==> config.mk <==
export PLATFORM = sky130hd
export DESIGN_NAME = sdram_bank_tracker
export DESIGN_NICKNAME = d
export VERILOG_FILES = /design/src/rtl/sbt_pkg.sv /design/src/rtl/sbt_cmd_decode.sv /design/src/rtl/sbt_bank.sv /design/src/rtl/sbt_rd_pipe.sv /design/src/rtl/sdram_bank_tracker.sv
export SDC_FILE = /design/constraint.sdc
export NUM_CORES = 1
export LEC_CHECK = 0
export BUFFER_PORTS_ARGS = -buffer_cell sky130_fd_sc_hd__buf_2
export CAP_MARGIN = 30
export CORE_MARGIN = 4
export CORE_UTILIZATION = 39
export DETAILED_ROUTE_END_ITERATION = 12
export SLEW_MARGIN = 30
export SYNTH_ARGS = -nofsm -noshare
export SYNTH_HDL_FRONTEND = slang
export SYNTH_HIERARCHICAL = 1
export SYNTH_SLANG_ARGS = --single-unit
export TNS_END_PERCENT = 1
==> constraint.sdc <==
create_clock -name clk -period 2.1 [get_ports clk]
set_input_delay 0.21 -clock clk [delete_from_list [all_inputs] [get_ports clk]]
set_output_delay 0.21 -clock clk [all_outputs]
set_load 0.02 [all_outputs]
==> src/rtl/sbt_pkg.sv <==
package sbt_pkg;

  typedef enum logic [2:0] {
    CMD_NOP = 3'd0,
    CMD_ACT = 3'd1,
    CMD_RD  = 3'd2,
    CMD_WR  = 3'd3,
    CMD_PRE = 3'd4
  } sbt_cmd_e;

  // strobe codes {ras_n, cas_n, we_n}
  localparam logic [2:0] CODE_ACT = 3'b011;
  localparam logic [2:0] CODE_RD  = 3'b101;
  localparam logic [2:0] CODE_WR  = 3'b100;
  localparam logic [2:0] CODE_PRE = 3'b010;

endpackage

==> src/rtl/sbt_cmd_decode.sv <==
module sbt_cmd_decode
  import sbt_pkg::*;
#(
  parameter int NUM_BANKS = 4,
  localparam int BA_W = $clog2(NUM_BANKS)
) (
  input  logic                 cs_n,
  input  logic                 ras_n,
  input  logic                 cas_n,
  input  logic                 we_n,
  input  logic [BA_W-1:0]      ba,
  output sbt_cmd_e             cmd,
  output logic [NUM_BANKS-1:0] bank_sel
);

  always_comb begin
    cmd = CMD_NOP;
    if (!cs_n) begin
      unique case ({ras_n, cas_n, we_n})
        CODE_ACT: cmd = CMD_ACT;
        CODE_RD:  cmd = CMD_RD;
        CODE_WR:  cmd = CMD_WR;
        CODE_PRE: cmd = CMD_PRE;
        default:  cmd = CMD_NOP;
      endcase
    end
  end

  always_comb begin
    bank_sel = '0;
    bank_sel[ba] = 1'b1;
  end

endmodule

==> src/rtl/sbt_bank.sv <==
module sbt_bank #(
  parameter int ROW_W = 13
) (
  input  logic             clk,
  input  logic             rst_n,
  input  logic             open_en,
  input  logic             close_en,
  input  logic [ROW_W-1:0] row_in,
  output logic             active,
  output logic [ROW_W-1:0] row
);

  logic             active_q, active_d;
  logic [ROW_W-1:0] row_q;

  // next state: a bank is never opened and closed on one edge
  always_comb begin
    active_d = active_q;
    if (close_en)
      active_d = 1'b0;
    else if (open_en)
      active_d = 1'b1;
  end

  always_ff @(posedge clk or negedge rst_n) begin
    if (!rst_n)
      active_q <= 1'b0;
    else
      active_q <= active_d;
  end

  always_ff @(posedge clk or negedge rst_n) begin
    if (!rst_n)
      row_q <= '0;
    else if (open_en)
      row_q <= row_in;
  end

  assign active = active_q;
  assign row    = row_q;

endmodule

==> src/rtl/sbt_rd_pipe.sv <==
module sbt_rd_pipe #(
  parameter int DEPTH = 3
) (
  input  logic clk,
  input  logic rst_n,
  input  logic rd_fire,
  output logic rd_valid
);

  logic [DEPTH-1:0] sr_q, sr_d;

  generate
    if (DEPTH == 1) begin : g_single
      always_comb sr_d = rd_fire;
    end else begin : g_chain
      always_comb sr_d = {sr_q[DEPTH-2:0], rd_fire};
    end
  endgenerate

  always_ff @(posedge clk or negedge rst_n) begin
    if (!rst_n)
      sr_q <= '0;
    else
      sr_q <= sr_d;
  end

  assign rd_valid = sr_q[DEPTH-1];

endmodule

==> src/rtl/sdram_bank_tracker.sv <==
module sdram_bank_tracker
  import sbt_pkg::*;
#(
  parameter int NUM_BANKS = 4,
  parameter int ROW_W     = 13,
  parameter int CAS_LAT   = 3,
  localparam int BA_W     = $clog2(NUM_BANKS)
) (
  input  logic                       clk,
  input  logic                       rst_n,
  input  logic                       cs_n,
  input  logic                       ras_n,
  input  logic                       cas_n,
  input  logic                       we_n,
  input  logic [BA_W-1:0]            ba,
  input  logic                       a10,
  input  logic [ROW_W-1:0]           row_addr,
  output logic [NUM_BANKS-1:0]       bank_active,
  output logic [NUM_BANKS*ROW_W-1:0] open_row,
  output logic                       cmd_err,
  output logic                       rd_valid
);

  sbt_cmd_e             cmd;
  logic [NUM_BANKS-1:0] bank_sel;
  logic [NUM_BANKS-1:0] open_en, close_en;
  logic                 tgt_active;
  logic                 is_col;
  logic                 err_d, err_q;
  logic                 rd_fire;

  sbt_cmd_decode #(.NUM_BANKS(NUM_BANKS)) u_dec (
    .cs_n     (cs_n),
    .ras_n    (ras_n),
    .cas_n    (cas_n),
    .we_n     (we_n),
    .ba       (ba),
    .cmd      (cmd),
    .bank_sel (bank_sel)
  );

  assign tgt_active = bank_active[ba];
  assign is_col     = (cmd == CMD_RD) || (cmd == CMD_WR);

  generate
    for (genvar i = 0; i < NUM_BANKS; i++) begin : g_bank
      always_comb begin
        open_en[i]  = (cmd == CMD_ACT) && bank_sel[i] && !bank_active[i];
        close_en[i] = ((cmd == CMD_PRE) && (a10 || bank_sel[i])) ||
                      (is_col && a10 && bank_sel[i] && bank_active[i]);
      end

      sbt_bank #(.ROW_W(ROW_W)) u_bank (
        .clk      (clk),
        .rst_n    (rst_n),
        .open_en  (open_en[i]),
        .close_en (close_en[i]),
        .row_in   (row_addr),
        .active   (bank_active[i]),
        .row      (open_row[i*ROW_W +: ROW_W])
      );
    end
  endgenerate

  always_comb begin
    err_d = ((cmd == CMD_ACT) && tgt_active) || (is_col && !tgt_active);
  end

  always_ff @(posedge clk or negedge rst_n) begin
    if (!rst_n)
      err_q <= 1'b0;
    else
      err_q <= err_d;
  end

  assign cmd_err = err_q;
  assign rd_fire = (cmd == CMD_RD) && tgt_active;

  sbt_rd_pipe #(.DEPTH(CAS_LAT)) u_rd_pipe (
    .clk      (clk),
    .rst_n    (rst_n),
    .rd_fire  (rd_fire),
    .rd_valid (rd_valid)
  );

endmodule

==> summary.txt <==
Cells and area
  • Nets: 278
  • Ant diodes: 0
  • Fin cells: 335
  • Register Area: 1501 um^2
  • Area of the multi-input gates: 924.6 um^2
  • Fin area: 3321 um^2
  • Syn-to-layout area delta: 35.62%
  • Layout cells sized above 1: 66.15%
  • Filler cells: 516
  • Core Util, Final: 55.43%

GRT
  • Overall Global Routing Usage: 14.83%
  • Vias in the first global route: 1713
  • First-pass GRT wire length: 8473 um
  • Initial antenna violation count: 0
  • Largest net degree at the start of global routing: 34
  • Global route overflow: 0

Placement
  • Post-Place Worst Slack: -0.2655 ns
  • Hpwl dp: 3765 um
  • Routability cong.: 0.7776
  • Port Buffers: 79
  • Post-DP Area: 3074 um^2
  • Dpl cells: 318

Timing
  • RSZ-0062 raised after global routing: no
  • Setup Total Neg Slack: 0 ns
  • FMAX: 506.2 MHz
  • Final WS setup: 0.1247 ns
  • Worst Tran Pin Value: 0.8033 ns
  • Tmin final: 1.975 ns
  • Relative slew slack: 46.39%
  • Fin. Hold Viols: 0
  • Clock skew: 0.007584 ns
  • Post-route clock period utilization: 94.06%
  • Setup-failing EPs final: 0
  • Min Hold Slack: 0.1518 ns
  • Slew Viols, Final: 0

Critical path
  • CP bufs+invs: 1
  • Crit path cell chain: buf_2 > or3b_1 > a211oi_2 > nand2_1 > nor3b_4 > mux2_2
  • Max FO, Critical Path: 14
  • Critical path class: in -> reg
  • Critical Path AT: 2.19 ns
  • Worst-path cell with the longest stage delay: nor3b_4
  • Max stage delay on crit path: 0.69 ns
  • Crit start category: input port
  • Crit path max-delay family: simple AND/OR/NAND/NOR gates
  • FF-to-FF setup slack: 0.41 ns
  • Critical Path RT: 2.31 ns
  • CP Capture Type: flip-flop

Logic synthesis
  • Top-area cell type share of the netlist area: 61.32%
  • Post-synth EDFFs: 0
  • Cell Area, Synth: 2449 um^2
  • Largest cells by area after synthesis: dfrtp_1 (61%), mux2_2 (24%), buf_6 (1.8%)
  • Synth warn: 6
  • Most frequent cell after synthesis: dfrtp_1
  • Yosys reg bits: 60
  • Avg Inst Size Synth: 15.90 um^2
  • Synth cell count leaders: dfrtp_1 (60), mux2_2 (52)
  • Post-synthesis sequential area ratio: 61.32%
  • Top_reg_cell synth: dfrtp_1
  • Ys async rst share: 100.0%
  • Synth Instances: 154
  • Yosys top cell by area: dfrtp_1
  • Yosys cell types: 23
  • Syn_nets: 177

Detailed routing
  • Avg WL per Cell: 15.62 um
  • Antenna-violating nets left: 0
  • DR DRC count: 0
  • Initial DRT Pass Iterations: 3
  • Final WL: 5232 um
  • Initial DRC Count: 45
  • Vias: 1635
  • DR vias/cell: 4.881

Floorplan
  • Initial Util: 40.87%
  • IO Count: 80
  • Core ar.: 5991 um^2
  • Die area: 7610 um^2
  • DIE HEIGHT: 87.24 um
  • Die span in x: 87.24 um
  • Site row count: 28

Pwr
  • Max VDD drop: 564.9 uV
  • Tot Pwr: 3.731 mW
  • Pwr Density: 1124 nW/um^2
  • Leakage power: 1.710 nW

Outcome
  • Outcome: finished, final reports clean

Clocking
  • CTS root buf: clkbuf_8
  • CTS tree: done
  • Clk sinks: 60
  • Num CTS Buffers: 9
  • Clk buf depth: 2
  • Post-CTS Setup Inserts: 0
  • Clk slew on worst S/H paths: 0.07 ns
  • Htree depth: 3
  • Post-CTS sizing: 0
  • Clock latency on the worst-skew pair: 0.33 ns

Flow run
  • Max capacitance violation total: 0

Hold path
  • Hold Crit Class: in -> reg
-- what timing repair did --
action,in CTS,in global routing
hold buffers,1,0
setup endpoints to repair,0,0
endpoints found under the hold margin,27,0
-- kinds of logic (layout without fill, tap and decap cells) --
family | after synthesis | in the layout | synth area share, %
adder cells (fa/ha/maj) | 1 | 1 | 0.5109
AO/OA/AOI/OAI | 13 | 13 | 5.007
flip-flops | 60 | 60 | 61.32
buffers and inverters | 5 | 111 | 1.993
AND/OR/NAND/NOR | 19 | 19 | 5.417
multiplexers | 56 | 56 | 25.75
-- where the power goes --
part / switching, mW / internal [mW]
clock network: 0.432 / 0.766
logic: 0.556 / 0.413
registers: 0.152 / 1.41
-- registers in the layout, summed over array words and instances, names as in the netlist --
register / count
u_rd_pipe/sr_q: 3
cmd_err: 1
g_bank.u_bank/row: 52
g_bank.u_bank/active: 4
-- per-layer routing --
metal / vias to the layer above / wire [um] / track usage (%)
met3: 2 / 473 / 7.474
met4: 0 / 23 / 4.184
met2: 57 / 2369 / 22.08
met1: 817 / 2366 / 19.11
li1: 759 / - / -
met5: - / 0 / 0
-- area by class of cell --
cell class              instances  share of cell area [%]
clock buffers                  13                   5.087
clock inverters                 3                   2.035
inverters                       1                  0.1130
multi-input cells              89                   27.84
flip-flops and latches         60                   45.21
well taps                      75                   2.826
repair buffers                 94                   16.88
-- final timing paths --
path                                    startpoint                       end  cells after the start
setup / recovery                             cas_n   g_bank[2].u_bank/row[6]                      6
hold / removal                        row_addr[11]  g_bank[0].u_bank/row[11]                      2
setup reg to reg           g_bank[2].u_bank/active   g_bank[2].u_bank/row[6]                      2
hold reg to reg                  u_rd_pipe/sr_q[0]         u_rd_pipe/sr_q[1]                      0
max in group asynchronous                    rst_n   g_bank[1].u_bank/row[4]                      3
min in group asynchronous                    rst_n         u_rd_pipe/sr_q[2]                      2
-- cell usage in the layout, fill, tap and decap left out, drive strengths merged, types with 2 or more instances in the layout --
| cell | count |
|---|---|
| nor2b | 3 |
| mux2 | 53 |
| buf | 93 |
| mux2i | 3 |
| clkbuf | 13 |
| nor2 | 3 |
| a22o | 4 |
| dfrtp | 60 |
| nor3b | 5 |
| o21ba | 4 |
| bufinv | 2 |
| a31o | 4 |
Power figures use the tool's default switching activity.
